<file path="config.mk">
export PLATFORM = sky130hd
export DESIGN_NAME = burst_read_seq
export DESIGN_NICKNAME = d
export VERILOG_FILES = /design/src/rtl/burst_read_pkg.sv /design/src/rtl/burst_addr_gen.sv /design/src/rtl/burst_read_ctrl.sv /design/src/rtl/burst_read_seq.sv
export SDC_FILE = /design/constraint.sdc
export NUM_CORES = 1
export LEC_CHECK = 0
export BUFFER_PORTS_ARGS = -buffer_cell sky130_fd_sc_hd__buf_2
export CORE_AREA = 2 2 114 127
export CTS_CLUSTER_DIAMETER = 100
export CTS_CLUSTER_SIZE = 8
export DETAILED_ROUTE_END_ITERATION = 6
export DIE_AREA = 0 0 116 129
export PLACE_DENSITY_LB_ADDON = 0.25
export SYNTH_ARGS = -nofsm -noshare
export SYNTH_HDL_FRONTEND = slang
export SYNTH_SLANG_ARGS = --single-unit
</file>
<file path="constraint.sdc">
create_clock -name clk -period 3.95 [get_ports clk]
set_input_delay 0.1975 -clock clk [delete_from_list [all_inputs] [get_ports clk]]
set_output_delay 0.1975 -clock clk [all_outputs]
set_load 0.01 [all_outputs]
</file>
<file path="src/rtl/burst_read_pkg.sv">
`timescale 1ns/1ps
package burst_read_pkg;

    localparam int WORD_W     = 16;
    localparam int GROUP_W    = 4;   // 16-word group
    localparam int STALL_FROM = 13;  // first start offset that pauses at the crossing
    localparam logic [WORD_W-1:0] ARRAY_SEED = 16'hC3A5;

    typedef enum logic [1:0] {
        ST_IDLE,
        ST_LAT,
        ST_DATA,
        ST_STALL
    } brs_state_e;

    // bit 7 linear, bits 6:4 latency field, bit 3 wrap, bits 2:0 length code
    typedef struct packed {
        logic       linear;
        logic [2:0] lat;
        logic       wrap;
        logic [2:0] len;
    } brs_cfg_t;

    function automatic logic is_fixed(input logic [2:0] len);
        return (len == 3'd1) || (len == 3'd2) || (len == 3'd3);
    endfunction

    function automatic int blk_words(input logic [2:0] len);
        return 1 << (int'(len) + 1);
    endfunction

    function automatic logic stall_arm(input brs_cfg_t c, input logic [GROUP_W-1:0] off);
        return c.linear && c.wrap && !is_fixed(c.len) && (off >= GROUP_W'(STALL_FROM));
    endfunction

    function automatic logic [WORD_W-1:0] array_word(input logic [31:0] a);
        return a[15:0] ^ a[31:16] ^ ARRAY_SEED;
    endfunction

endpackage

</file>
<file path="src/rtl/burst_addr_gen.sv">
`timescale 1ns/1ps
module burst_addr_gen
    import burst_read_pkg::*;
#(
    parameter int AW = 23
) (
    input  logic [AW-1:0] start,
    input  logic [AW-1:0] idx,
    input  logic          linear,
    input  logic          wrap,
    input  logic [2:0]    len,
    output logic [AW-1:0] addr
);

    logic [AW-1:0] lin_sum;
    logic [AW-1:0] mask;

    always_comb begin
        lin_sum = start + idx;
        mask    = AW'(blk_words(len) - 1);
        if (!is_fixed(len)) begin
            addr = lin_sum;
        end else if (!linear) begin
            addr = (start & ~mask) | ((start ^ idx) & mask);
        end else if (wrap) begin
            addr = (start & ~mask) | (lin_sum & mask);
        end else begin
            addr = lin_sum;
        end
    end

endmodule

</file>
<file path="src/rtl/burst_read_ctrl.sv">
`timescale 1ns/1ps
module burst_read_ctrl
    import burst_read_pkg::*;
#(
    parameter int AW = 23
) (
    input  logic               clk,
    input  logic               rst,
    input  logic               chip_en_n,
    input  logic               addr_strobe_n,
    input  brs_cfg_t           cfg_in,
    input  logic [AW-1:0]      addr_in,
    input  logic [GROUP_W-1:0] cur_off,
    output brs_state_e         state,
    output brs_cfg_t           cfg_q,
    output logic [AW-1:0]      start_q,
    output logic [AW-1:0]      idx_q,
    output logic               capture
);

    localparam int CNT_W = $bits(cfg_in.lat);

    logic [CNT_W-1:0] cnt_q;
    logic             stall_pend_q;
    logic             last_word;
    logic             group_end;

    assign capture   = !chip_en_n && !addr_strobe_n;
    assign last_word = is_fixed(cfg_q.len) && (idx_q == AW'(blk_words(cfg_q.len) - 1));
    assign group_end = (cur_off == {GROUP_W{1'b1}});

    always_ff @(posedge clk) begin
        if (rst) begin
            state        <= ST_IDLE;
            cnt_q        <= '0;
            idx_q        <= '0;
            start_q      <= '0;
            cfg_q        <= '0;
            stall_pend_q <= 1'b0;
        end else if (chip_en_n) begin
            state        <= ST_IDLE;
            stall_pend_q <= 1'b0;
        end else if (capture) begin
            state        <= ST_LAT;
            cnt_q        <= cfg_in.lat;
            idx_q        <= '0;
            start_q      <= addr_in;
            cfg_q        <= cfg_in;
            stall_pend_q <= stall_arm(cfg_in, addr_in[GROUP_W-1:0]);
        end else begin
            case (state)
                ST_LAT, ST_STALL: begin
                    if (cnt_q == '0) state <= ST_DATA;
                    else             cnt_q <= cnt_q - 1'b1;
                end
                ST_DATA: begin
                    if (last_word) begin
                        state <= ST_IDLE;
                    end else begin
                        idx_q <= idx_q + 1'b1;
                        if (stall_pend_q && group_end) begin
                            state        <= ST_STALL;
                            cnt_q        <= cfg_q.lat;
                            stall_pend_q <= 1'b0;
                        end
                    end
                end
                default: ;
            endcase
        end
    end

endmodule

</file>
<file path="src/rtl/burst_read_seq.sv">
`timescale 1ns/1ps
module burst_read_seq
    import burst_read_pkg::*;
#(
    parameter int ADDR_W = 23
) (
    input  logic              clk,
    input  logic              rst,
    input  logic              chip_en_n,
    input  logic              out_en_n,
    input  logic              addr_strobe_n,
    input  logic [7:0]        cfg_word,
    input  logic [ADDR_W-1:0] addr_in,
    output logic [WORD_W-1:0] rd_data,
    output logic              rd_valid,
    output logic              rd_wait
);

    brs_cfg_t          cfg_in;
    brs_cfg_t          cfg_q;
    brs_state_e        state;
    logic [ADDR_W-1:0] start_q;
    logic [ADDR_W-1:0] idx_q;
    logic [ADDR_W-1:0] burst_addr;
    logic              capture;
    logic              in_data;

    assign cfg_in = brs_cfg_t'(cfg_word);

    burst_read_ctrl #(.AW(ADDR_W)) u_ctrl (
        .clk           (clk),
        .rst           (rst),
        .chip_en_n     (chip_en_n),
        .addr_strobe_n (addr_strobe_n),
        .cfg_in        (cfg_in),
        .addr_in       (addr_in),
        .cur_off       (burst_addr[GROUP_W-1:0]),
        .state         (state),
        .cfg_q         (cfg_q),
        .start_q       (start_q),
        .idx_q         (idx_q),
        .capture       (capture)
    );

    burst_addr_gen #(.AW(ADDR_W)) u_agen (
        .start  (start_q),
        .idx    (idx_q),
        .linear (cfg_q.linear),
        .wrap   (cfg_q.wrap),
        .len    (cfg_q.len),
        .addr   (burst_addr)
    );

    assign in_data  = (state == ST_DATA);
    assign rd_wait  = (state == ST_LAT) || (state == ST_STALL);
    assign rd_valid = in_data && !out_en_n;
    assign rd_data  = rd_valid ? array_word(32'(burst_addr)) : '0;

endmodule

</file>
# Yosys cells after proc, flatten, opt, wreduce, memory -nomap -nowiden
# Index checks and enable logic that the tools add are counted.
# op_classes
add_sub_neg	5
n_lt_le_gt_ge	1
eq_ne	19
n_shift	1
mux	21
bitwise	10
reduce_logical	30
# op_table
cell	count
$mux W23	6
$and A23 B23 Y23	3
$or A23 B23 Y23	2
$shl A1 B32 Y23 const A	1
$add A23 B1 Y23 const B	1
$add A23 B23 Y23	1
$eq A23 B23 Y1	1
$not A23 Y23	1
$sub A23 B2 Y23 const B	1
$xor A23 B23 Y23	1
$mux W16	1
$xor A16 B7 Y16	1
$eq A3 B2 Y1 const B	4
$mux W3	4
$reduce_and A3 Y1	4
$not A8 Y8	1
$logic_and A1 B1 Y1	7
$eq A3 B1 Y1 const B	2
$mux W2	3
$ne A3 B2 Y1 const B	2
$ne A3 B3 Y1 const B	2
$pmux W3 S2	1
$reduce_bool A2 Y1	3
$logic_or A1 B1 Y1	5
20 further kinds	29
# totals
register_bits	60
input_bits	36
output_inout_bits	18

# Depth between registers and ports, before layout
# Gate-level depths: netlist of the first run.
# depth
depth_word	15
mapped_depth	18
depth_no_buf	13

# By module
# A second synthesis of the first run with hierarchy kept.
# hier_totals
hier_cells	855
area_unflattened_um2	6207.2
# by_module_without_submodules
mod	instances	cells_each	area_per_inst_um2	seq_area_each_um2
burst_read_ctrl	1	445	3474.6	1201.2
burst_addr_gen	1	383	2547.4	0.0
burst_read_seq	1	27	185.2	0.0

# Least setup slack after synthesis of the first run
# OpenSTA, ideal clock, no wires.
# synth_path
path_type	register -> register
start	register, netlist name u_ctrl.cfg_q[2]
end	register u_ctrl.idx_q[12]
setup_time_ps	128
arrival_ps	3402
required_time_ps	3822
path_slack_ps	420
stages_incl_launch_ff	17
n_path_buf	4
cell_sequence	dfxtp_1 -> buf_2 -> inv_1 -> ha_1 -> or3b_2 -> ha_1 -> buf_2 -> nand2_1 -> a21oi_1 -> or3_1 -> a221oi_1 -> a31o_1 -> buf_6 -> buf_6 -> a21oi_1 -> xnor2_1 -> nor2_1
# synth_via
elab_chain_len	7
elab_cells_between_ends	12
classes_between	2 x add/sub; 5 x eq/ne; 1 x shift; 4 x reduce/logical
# synth_lines
item	line	rtl
$add A3 B1 Y4	burst_read_pkg.sv:29	return 1 << (int'(len) + 1);
$shl A1 B32 Y23	burst_read_pkg.sv:29	
$sub A23 B2 Y23	burst_read_ctrl.sv:29	assign last_word = is_fixed(cfg_q.len) && (idx_q == AW'(blk_words(cfg_q.len) - 1));
$eq A23 B23 Y1	burst_read_ctrl.sv:29	
$logic_and A1 B1 Y1 (*)	burst_read_ctrl.sv:29	
$ne A2 B2 Y1 (no line) (*)	-	
$reduce_and A3 Y1 (no line) (*)	-	
end signal, assigned	burst_read_ctrl.sv:60	idx_q <= idx_q + 1'b1;
end, declared	burst_read_ctrl.sv:17	output logic [AW-1:0] idx_q,
# Every way passes the cells marked *; elsewhere a longest branch is shown, timed or not.
# A chain may end at the register's enable or synchronous reset.

# Worst setup path after layout of the first run
# layout_path
start	register u_ctrl.idx_q[1]
end	output port rd_data[1]
# layout_via
elab_chain_len	8
elab_cells_between_ends	11
classes_between	1 x add/sub; 4 x mux; 6 x bitwise
# layout_lines
item	line	rtl
$add A23 B23 Y23	burst_addr_gen.sv:19	lin_sum = start + idx;
$and A23 B23 Y23	burst_addr_gen.sv:26	addr = (start & ~mask) | (lin_sum & mask);
$or A23 B23 Y23	burst_addr_gen.sv:26	
$mux W23	burst_addr_gen.sv:25	end else if (wrap) begin
$mux W23	burst_addr_gen.sv:23	end else if (!linear) begin
$mux W23 (*)	burst_addr_gen.sv:21	if (!is_fixed(len)) begin
$xor A16 B7 Y16 (*)	burst_read_pkg.sv:37	return a[15:0] ^ a[31:16] ^ ARRAY_SEED;
$mux W16 (*)	burst_read_seq.sv:57	assign rd_data = rd_valid ? array_word(32'(burst_addr)) : '0;
end, declared	burst_read_seq.sv:14	output logic [WORD_W-1:0] rd_data,
# Marks and branches as above.

==> results of run 1 <==
-- final timing paths --
path / depth (start not counted) / slack (ns) / startpoint / end
worst max register to register: 13 / 0.34 / u_ctrl.cfg_q[1]$_SDFFE_PP0P_ / u_ctrl.cnt_q[0]$_SDFFE_PP0P_
worst min-delay path: 3 / 0.09 / addr_in[8] / u_ctrl.start_q[8]$_SDFFE_PP0P_
worst max-delay path: 11 / 0.17 / u_ctrl.idx_q[1]$_SDFFE_PP0P_ / rd_data[1]
worst min register to register: 2 / 0.46 / u_ctrl.cfg_q[4]$_SDFFE_PP0P_ / u_ctrl.cfg_q[4]$_SDFFE_PP0P_
-- layer usage --
metal	vias to the layer above	global-route usage
li1	2756	-
met1	2636	0.305
met2	225	0.385
met3	21	0.0372
met4	0	0.0756
met5	-	0
-- critical path, stage by stage, from the launching register on --
cell and delay [ns]:
sky130_fd_sc_hd__dfxtp_1 0.51, sky130_fd_sc_hd__ha_1 0.33, sky130_fd_sc_hd__a211oi_1 0.31, sky130_fd_sc_hd__o21ai_0 0.23, sky130_fd_sc_hd__and4_1 0.27, sky130_fd_sc_hd__o21ai_0 0.32
sky130_fd_sc_hd__buf_4 0.21, sky130_fd_sc_hd__a21oi_1 0.06, sky130_fd_sc_hd__o311ai_0 0.43, sky130_fd_sc_hd__a21oi_1 0.14, sky130_fd_sc_hd__nor3b_1 0.26, sky130_fd_sc_hd__buf_2 0.18
-- sequential cells by signal, summed over array words and instances, names as in the netlist --
register and flops:
u_ctrl.start_q 23, u_ctrl.stall_pend_q 1, u_ctrl.state 2, u_ctrl.idx_q 23
u_ctrl.cnt_q 3, u_ctrl.cfg_q 8
-- cell usage after synthesis, types with 8 or more instances --
cell type,instances,area [um^2]
sky130_fd_sc_hd__nor2_1,58,218
sky130_fd_sc_hd__nand2_1,126,473
sky130_fd_sc_hd__ha_1,27,338
sky130_fd_sc_hd__dfxtp_1,60,1200
sky130_fd_sc_hd__inv_1,16,60.1
sky130_fd_sc_hd__xnor2_1,29,254
sky130_fd_sc_hd__nand4_1,8,50.1
sky130_fd_sc_hd__buf_2,10,50.1
sky130_fd_sc_hd__nand2b_1,10,62.6
sky130_fd_sc_hd__nor4_1,10,62.6
sky130_fd_sc_hd__mux2_2,8,90.1
sky130_fd_sc_hd__a31oi_1,12,75.1
sky130_fd_sc_hd__a21o_1,14,105
sky130_fd_sc_hd__clkbuf_1,30,113
sky130_fd_sc_hd__xor2_1,9,78.8
sky130_fd_sc_hd__mux2i_1,13,130
sky130_fd_sc_hd__and3_1,10,62.6
sky130_fd_sc_hd__nand3_1,22,110
sky130_fd_sc_hd__nor3_1,8,40.0
sky130_fd_sc_hd__o21ai_0,32,160
sky130_fd_sc_hd__a21oi_1,84,420
-- cells by family (layout without fill, tap and decap cells) --
logic type / count (synthesis) / count (layout) / share of synthesized area
simple gates: 300 / 300 / 0.271
compound gates: 228 / 228 / 0.280
buf+inv: 65 / 101 / 0.0543
flops: 60 / 60 / 0.225
xor+xnor: 38 / 38 / 0.0622
fa+ha+maj: 28 / 28 / 0.0669
mux: 21 / 21 / 0.0412
-- placed cells by master (no fill, tap or decap), types with 4 or more instances in the layout --
cell	n
sky130_fd_sc_hd__and2_1	4
sky130_fd_sc_hd__a21oi_2	4
sky130_fd_sc_hd__nand2b_1	10
sky130_fd_sc_hd__nor3_1	8
sky130_fd_sc_hd__a211oi_2	5
sky130_fd_sc_hd__buf_2	53
sky130_fd_sc_hd__ha_1	26
sky130_fd_sc_hd__a211oi_1	5
sky130_fd_sc_hd__o22ai_1	7
sky130_fd_sc_hd__nand4_1	8
sky130_fd_sc_hd__xnor2_1	29
sky130_fd_sc_hd__mux2_2	8
sky130_fd_sc_hd__a221oi_1	4
sky130_fd_sc_hd__a21o_1	14
sky130_fd_sc_hd__buf_4	13
sky130_fd_sc_hd__xor2_1	9
sky130_fd_sc_hd__o21bai_1	5
sky130_fd_sc_hd__nor4_1	10
sky130_fd_sc_hd__inv_1	16
sky130_fd_sc_hd__o21ai_0	32
sky130_fd_sc_hd__nor3b_1	4
sky130_fd_sc_hd__a31o_2	6
sky130_fd_sc_hd__nor2b_1	7
sky130_fd_sc_hd__mux2i_1	13
sky130_fd_sc_hd__a21oi_1	83
sky130_fd_sc_hd__or3_1	7
sky130_fd_sc_hd__nand2_1	125
sky130_fd_sc_hd__nand3b_1	7
sky130_fd_sc_hd__and4_1	5
sky130_fd_sc_hd__dfxtp_1	60
sky130_fd_sc_hd__and3_1	10
sky130_fd_sc_hd__a31oi_1	11
sky130_fd_sc_hd__or2_2	4
sky130_fd_sc_hd__o31ai_1	5
sky130_fd_sc_hd__nand3_1	22
sky130_fd_sc_hd__clkbuf_16	9
sky130_fd_sc_hd__nor2_1	57
sky130_fd_sc_hd__o211ai_1	6
-- power breakdown --
group	switching, W	total [W]	internal, W	leakage (nW)
clock network	0.000297	0.000753	0.000456	0.142
logic	0.000196	0.000317	0.000120	1.83
registers	0.0000171	0.000641	0.000624	0.488
-- layout make-up --
class | count | share of cell area
Sequential cell | 60 | 0.199
Timing Repair Buffer | 67 | 0.0633
Multi-Input combinational cell | 615 | 0.642
Inverter | 18 | 0.0112
Clock inverter | 4 | 0.00393
Tap cell | 188 | 0.0389
Clock buffer | 12 | 0.0424
-- per-stage QoR --
stage,total power (W),setup slack [ns]
3_5_place_dp,0.000964,0.145
4_1_cts,0.00173,0.0646
6_report,0.00171,0.175
5_1_grt,0.00179,0.00786
2_1_floorplan,0.000873,0.420
3_3_place_gp,0.000956,0.333
-- what timing repair did --
item | in CTS | in global routing
setup endpoints to repair | 0 | 8
endpoints found under the hold margin | 0 | 0
gates resized for setup | 0 | 6
==> impl_results.md, run 1 <==
- Outcome: completed
- I/O pins: between 50 and 60
- Sum Neg Setup Slack: 0 ns
- TritonCTS buffer count: 9
- Post-detailed-placement cell area: approximately 5700 um^2
- Number of slew-limit violations in the final report: 0
- Worst endpoint required time: 3.75 ns
- Via Count: around 5600
- Type of the worst min-delay path: primary input to flip-flop
- Period Utilization, post-route: 0.956
- Count of unique library cells instantiated by Yosys: 78
- Maxcap violations: 0
- FF+latch count, synth: 60
- Width of the chip: ~120 um
- First-pass GRT wire length: 26900 um
- Post-DR wirelength/cell: 17.6 um
- Pin count of the biggest net entering global routing: 45
- DPL Wire Length: around 13000 um
- Number of cells in the finished layout apart from fillers: 964
- Rel. slew slack: 0.421
- Multi-input gate area: 3880 um^2
- Vias per cell: 5.85
- Power density over the cells: approximately 280 nW/um^2
- Cell area after layout: 6050 um^2
- Initial standard-cell utilization of the core: 0.392
- Static Leakage: about 2.5 nW
- Met1 wire length: approximately 7700 um
- Insertion delay to the later sink of the worst-skew pair: 0.34 ns
- CTS Root Cell: sky130_fd_sc_hd__clkbuf_16
- Sequential fraction of the synthesis area: 0.225
- Num Clock Sinks: 60
- Placeable core area: 13600 um^2
- Length of the first detailed-routing pass in iterations: 5
- Post-route ant nets: 0
- # rows: 45
- DIE HEIGHT: approximately 130 um
- Total wire length: 16900 um
- Synthesized area: 5350 um^2
- Remaining global-route overflow: 0
- Worst hold slack: 0.0880 ns
- Storage element area: between 1000 and 1500 um^2
- CTS max path bufs: 2
- CP Data Arrival Time: 3.58 ns
- Average size of a mapped cell: 7.23 um^2
- Clock tree from TritonCTS: built
- Clock-pin slew reported for the worst setup and hold paths after clock tree synthesis: 0.06 ns
- Worst setup EP type: primary output
- Number of inserted diodes: 0
- CP Launch Type: flip-flop
- Fillcell total: 1414
- Highest net fanout along the worst path: 6
- Growth of design area from synthesis to finish: 13.1%
- Least-Margin Pin Slew: approximately 0.87 ns
- Cell count after placement: 948
- Unrepaired setup endpoints after global routing: no
- Via count of the first global-routing pass: 5312
- Post-layout utilization of the core: 0.444
- DRC violation count after routing: 0
- Number of flops mapped to enable cells by yosys: 0
- Syn. warnings: 0
- Max Clock Freq: about 260 MHz
- Final setup vio count: 0
- Final RePlAce weighted congestion: between 0.9 and 1
- Quantity of I/O buffers inserted on ports: 53
- NumNets Final: between 800 and 900
- Clock Skew: 0.0106 ns
- Fraction of layout cells with a size suffix above 1: 0.153
- Highest signal layer in the routed design: met4
- Async set-or-reset flop fraction in the synthesized netlist: 0
- Die outline area: 15000 um^2
- Final hold violations: 0
- Depth of the CTS H-tree: 3
- Primary flip-flop cell chosen by synthesis mapping: sky130_fd_sc_hd__dfxtp_1
- Number of standard cells after synthesis: 740
- Number of post-CTS setup repair buffers: 0
- Class of the most critical setup path: flip-flop to primary output
- Number of DRC violations after detailed-routing iteration 0: 622
- Shortest period the worst path allows: between 3 and 4 ns
- Net count after synthesis: 804
- Highest ir drop seen on vdd: 0.000210 V
- Met3 Routed Length: 1150 um
- Global-route usage over all layers: 0.231
- Detail Route met2 WL: 7870 um
- Initial antenna violation count: 0
- Quantity of hold-fixing buffers added after cts: 0
(Power assumes the default switching activity.)
==> run 2: changes to the inputs <==
Settings changed: CORE_AREA 2 2 114 127 to 2 2 154 171, DIE_AREA 0 0 116 129 to 0 0 156 173, SKIP_CTS_REPAIR_TIMING set to 1, SYNTH_HIERARCHICAL set to 1.
==> impl_results.md, run 2 <==
- Post-route ant nets: 0
- Remaining global-route overflow: 0
- Die outline area: 27000 um^2
- Global-route usage over all layers: 0.158
- Most common cell after layout, fill and taps aside: sky130_fd_sc_hd__nand2_1
- Cell types with the highest counts after synthesis: sky130_fd_sc_hd__nand2_1, sky130_fd_sc_hd__a21oi_1, sky130_fd_sc_hd__nor2_1
- Critical register-to-register path startpoint: u_ctrl/cfg_q[2]$_SDFFE_PP0P_
- Hold-critical path endpoint: u_ctrl/start_q[6]$_SDFFE_PP0P_
- Clock-pin slew reported for the worst setup and hold paths after clock tree synthesis: approximately 0.050 ns
- Syn. warnings: 6
- Depth of the CTS H-tree: 3
- Insertion delay to the later sink of the worst-skew pair: 0.33 ns
- Placeable core area: 25100 um^2
- Width of the chip: 156 um
- Start point of the critical path: u_ctrl/idx_q[0]$_SDFFE_PP0P_
- Pin count of the biggest net entering global routing: 36
- Outcome: completed
- Number of cells in the finished layout apart from fillers: 1214
- Average size of a mapped cell: 7.26 um^2
- Post-layout utilization of the core: 0.282
- Shortest period the worst path allows: approximately 3.8 ns
- Number of flops mapped to enable cells by yosys: 0
- CTS Root Cell: sky130_fd_sc_hd__clkbuf_16
- DPL Wire Length: ~16000 um
- Number of standard cells after synthesis: 855
- Top library cells by usage in the layout, fill and taps aside: sky130_fd_sc_hd__nand2_1, sky130_fd_sc_hd__a21oi_1, sky130_fd_sc_hd__nor2_1, sky130_fd_sc_hd__dfxtp_1, sky130_fd_sc_hd__buf_2
- Highest ir drop seen on vdd: between 0.00015 and 0.0002 V
- Synth top area cells: sky130_fd_sc_hd__dfxtp_1, sky130_fd_sc_hd__nand2_1, sky130_fd_sc_hd__a21oi_1
- Length of the first detailed-routing pass in iterations: 5
- Hold path startpoint: addr_in[6]
- First-pass GRT wire length: 33600 um
- Initial standard-cell utilization of the core: 0.247
- Post-detailed-placement cell area: 6740 um^2
- Net count after synthesis: 922
- # rows: between 60 and 70
- Number of instances on the worst hold path: 3
- Area fraction of the dominant cell type after synthesis: 0.194
- Worst reg2reg setup slack: approximately 0.28 ns
- Num Clock Sinks: 60
- Biggest regs: u_ctrl/idx_q (23), u_ctrl/start_q (23), u_ctrl/cfg_q (8)
- Synthesized area: 6210 um^2
- Yosys top cell by area: sky130_fd_sc_hd__dfxtp_1
- TritonCTS buffer count: 9
- Static Leakage: 2.82 nW
- Via count of the first global-routing pass: 5932
- Quantity of I/O buffers inserted on ports: 53
- Worst setup EP type: primary output
- Count of unique library cells instantiated by Yosys: 96
- Number of slew-limit violations in the final report: 0
- DRC violation count after routing: 0
- Final setup vio count: 0
- Highest signal layer in the routed design: met4
- Maxcap violations: 0
- CTS max path bufs: 2
- Primary flip-flop cell chosen by synthesis mapping: sky130_fd_sc_hd__dfxtp_1
- Cell count after placement: about 1200
- FF+latch count, synth: 60
- Worst Setup Slack post-DPL: about 0.14 ns
- Clock Skew: 0.00721 ns
- Final RePlAce weighted congestion: between 0.8 and 0.9
- I/O pins: between 50 and 60
- Max Clock Freq: between 200 and 300 MHz
- Least-Margin Pin Slew: 0.797 ns
- Sequential fraction of the synthesis area: 0.194
- Via Count: 6336
- Period Utilization, post-route: 0.954
- Number of DRC violations after detailed-routing iteration 0: 601
- CP Launch Type: flip-flop
- Highest net fanout along the worst path: 7
- Unrepaired setup endpoints after global routing: yes
- DIE HEIGHT: 173 um
- Power density over the cells: 262 nW/um^2
- Number of inserted diodes: 0
- Growth of design area from synthesis to finish: 13.9%
- Met3 Routed Length: 694 um
- CP Data Arrival Time: 3.57 ns
- Cell area after layout: approximately 7100 um^2
- Worst setup margin: 0.183 ns
- Post-DR wirelength/cell: about 18 um
- Detail Route met2 WL: 10400 um
- Worst hold slack: 0.109 ns
- Initial antenna violation count: 0
- Type of the worst min-delay path: primary input to flip-flop
- Async set-or-reset flop fraction in the synthesized netlist: 0
- Clock tree from TritonCTS: built
- Most common cell in the synthesized netlist: sky130_fd_sc_hd__nand2_1
- Class of the most critical setup path: flip-flop to primary output
- Worst endpoint required time: 3.75 ns
- Fraction of layout cells with a size suffix above 1: 0.180
- Final hold violations: 0
- NumNets Final: 962
- Total wire length: between 20000 and 25000 um
- Vias per cell: 5.22
- Rel. slew slack: 0.469
- R2R depth: 14
- Met1 wire length: 9910 um
- End of the worst register-to-register path: u_ctrl/idx_q[22]$_SDFFE_PP0P_
-- run 2: cell types whose count changed after synthesis, moves of 7 or more --
| cell | before | now |
|---|---|---|
| sky130_fd_sc_hd__clkbuf_1 | 30 | 18 |
| sky130_fd_sc_hd__xor2_1 | 9 | 20 |
| sky130_fd_sc_hd__o21ai_0 | 32 | 49 |
| sky130_fd_sc_hd__nor3_1 | 8 | 19 |
| sky130_fd_sc_hd__clkbuf_8 | 0 | 7 |
| sky130_fd_sc_hd__inv_1 | 16 | 32 |
| sky130_fd_sc_hd__buf_2 | 10 | 20 |
-- run 2: logic make-up (layout without fill, tap and decap cells) --
logic type                 count (synthesis)  after routing  share of synthesized area
adders and majority gates                 32             32                     0.0655
AOI/OAI and AO/OA                        263            263                      0.275
muxes                                     18             18                     0.0314
buffers and inverters                     92            136                     0.0812
xor gates and xnor gates                  49             49                     0.0691
DFF                                       60             60                      0.194
and+or+nand+nor                          341            341                      0.284
-- run 2: where the power goes --
| group | switching (W) | internal (W) | total [W] |
|---|---|---|---|
| Clock | 0.000285 | 0.000489 | 0.000774 |
| Sequential | 0.0000204 | 0.000624 | 0.000644 |
| Combinational | 0.000262 | 0.000173 | 0.000435 |
-- run 2: cell type report --
cell class / instances / area, um^2
fillers: 2730 / 18000
multi-input cells: 703 / 4530
flip-flops and latches: 60 / 1200
repair buffers: 86 / 526
well taps: 315 / 394
clock buffers: 14 / 284
inverters: 35 / 131
clock inverters: 1 / 5.00
-- run 2: critical path, cell delays in order (launching register included) --
cell and delay, ns:
sky130_fd_sc_hd__dfxtp_1 0.46, sky130_fd_sc_hd__ha_1 0.22, sky130_fd_sc_hd__inv_1 0.06, sky130_fd_sc_hd__fa_1 0.41
sky130_fd_sc_hd__nand2b_1 0.23, sky130_fd_sc_hd__a21oi_2 0.25, sky130_fd_sc_hd__o21ai_1 0.22, sky130_fd_sc_hd__a31oi_1 0.40
sky130_fd_sc_hd__a21oi_1 0.13, sky130_fd_sc_hd__o221ai_1 0.24, sky130_fd_sc_hd__xnor2_1 0.10, sky130_fd_sc_hd__xnor2_1 0.32
sky130_fd_sc_hd__nor2_2 0.06, sky130_fd_sc_hd__buf_2 0.14
-- run 2: worst max path at each step --
stage	end	slack, ns	depth (start not counted)
4_1_cts	rd_data[4]	-0.01	17
3_5_place_dp	u_ctrl/idx_q[20]$_SDFFE_PP0P_	0.14	15
6_report	rd_data[6]	0.18	13
2_1_floorplan	u_ctrl/idx_q[13]$_SDFFE_PP0P_	0.21	18
5_1_grt	u_ctrl/idx_q[13]$_SDFFE_PP0P_	-0.008	14
3_3_place_gp	u_ctrl/idx_q[20]$_SDFFE_PP0P_	0.14	15
-- run 2: per-layer routing --
metal / GRT usage / vias to the layer above
li1: - / 3163
met1: 0.213 / 3007
met2: 0.270 / 146
met3: 0.0120 / 20
met4: 0.0424 / 0
met5: 0 / -
-- run 2: through the flow --
step | power, W | TNS [ns]
floorplan | 0.000964 | 0
global placement | 0.00109 | 0
detailed placement | 0.00109 | 0
CTS | 0.00187 | -0.0137
global route | 0.00195 | -0.0151
finish | 0.00185 | 0
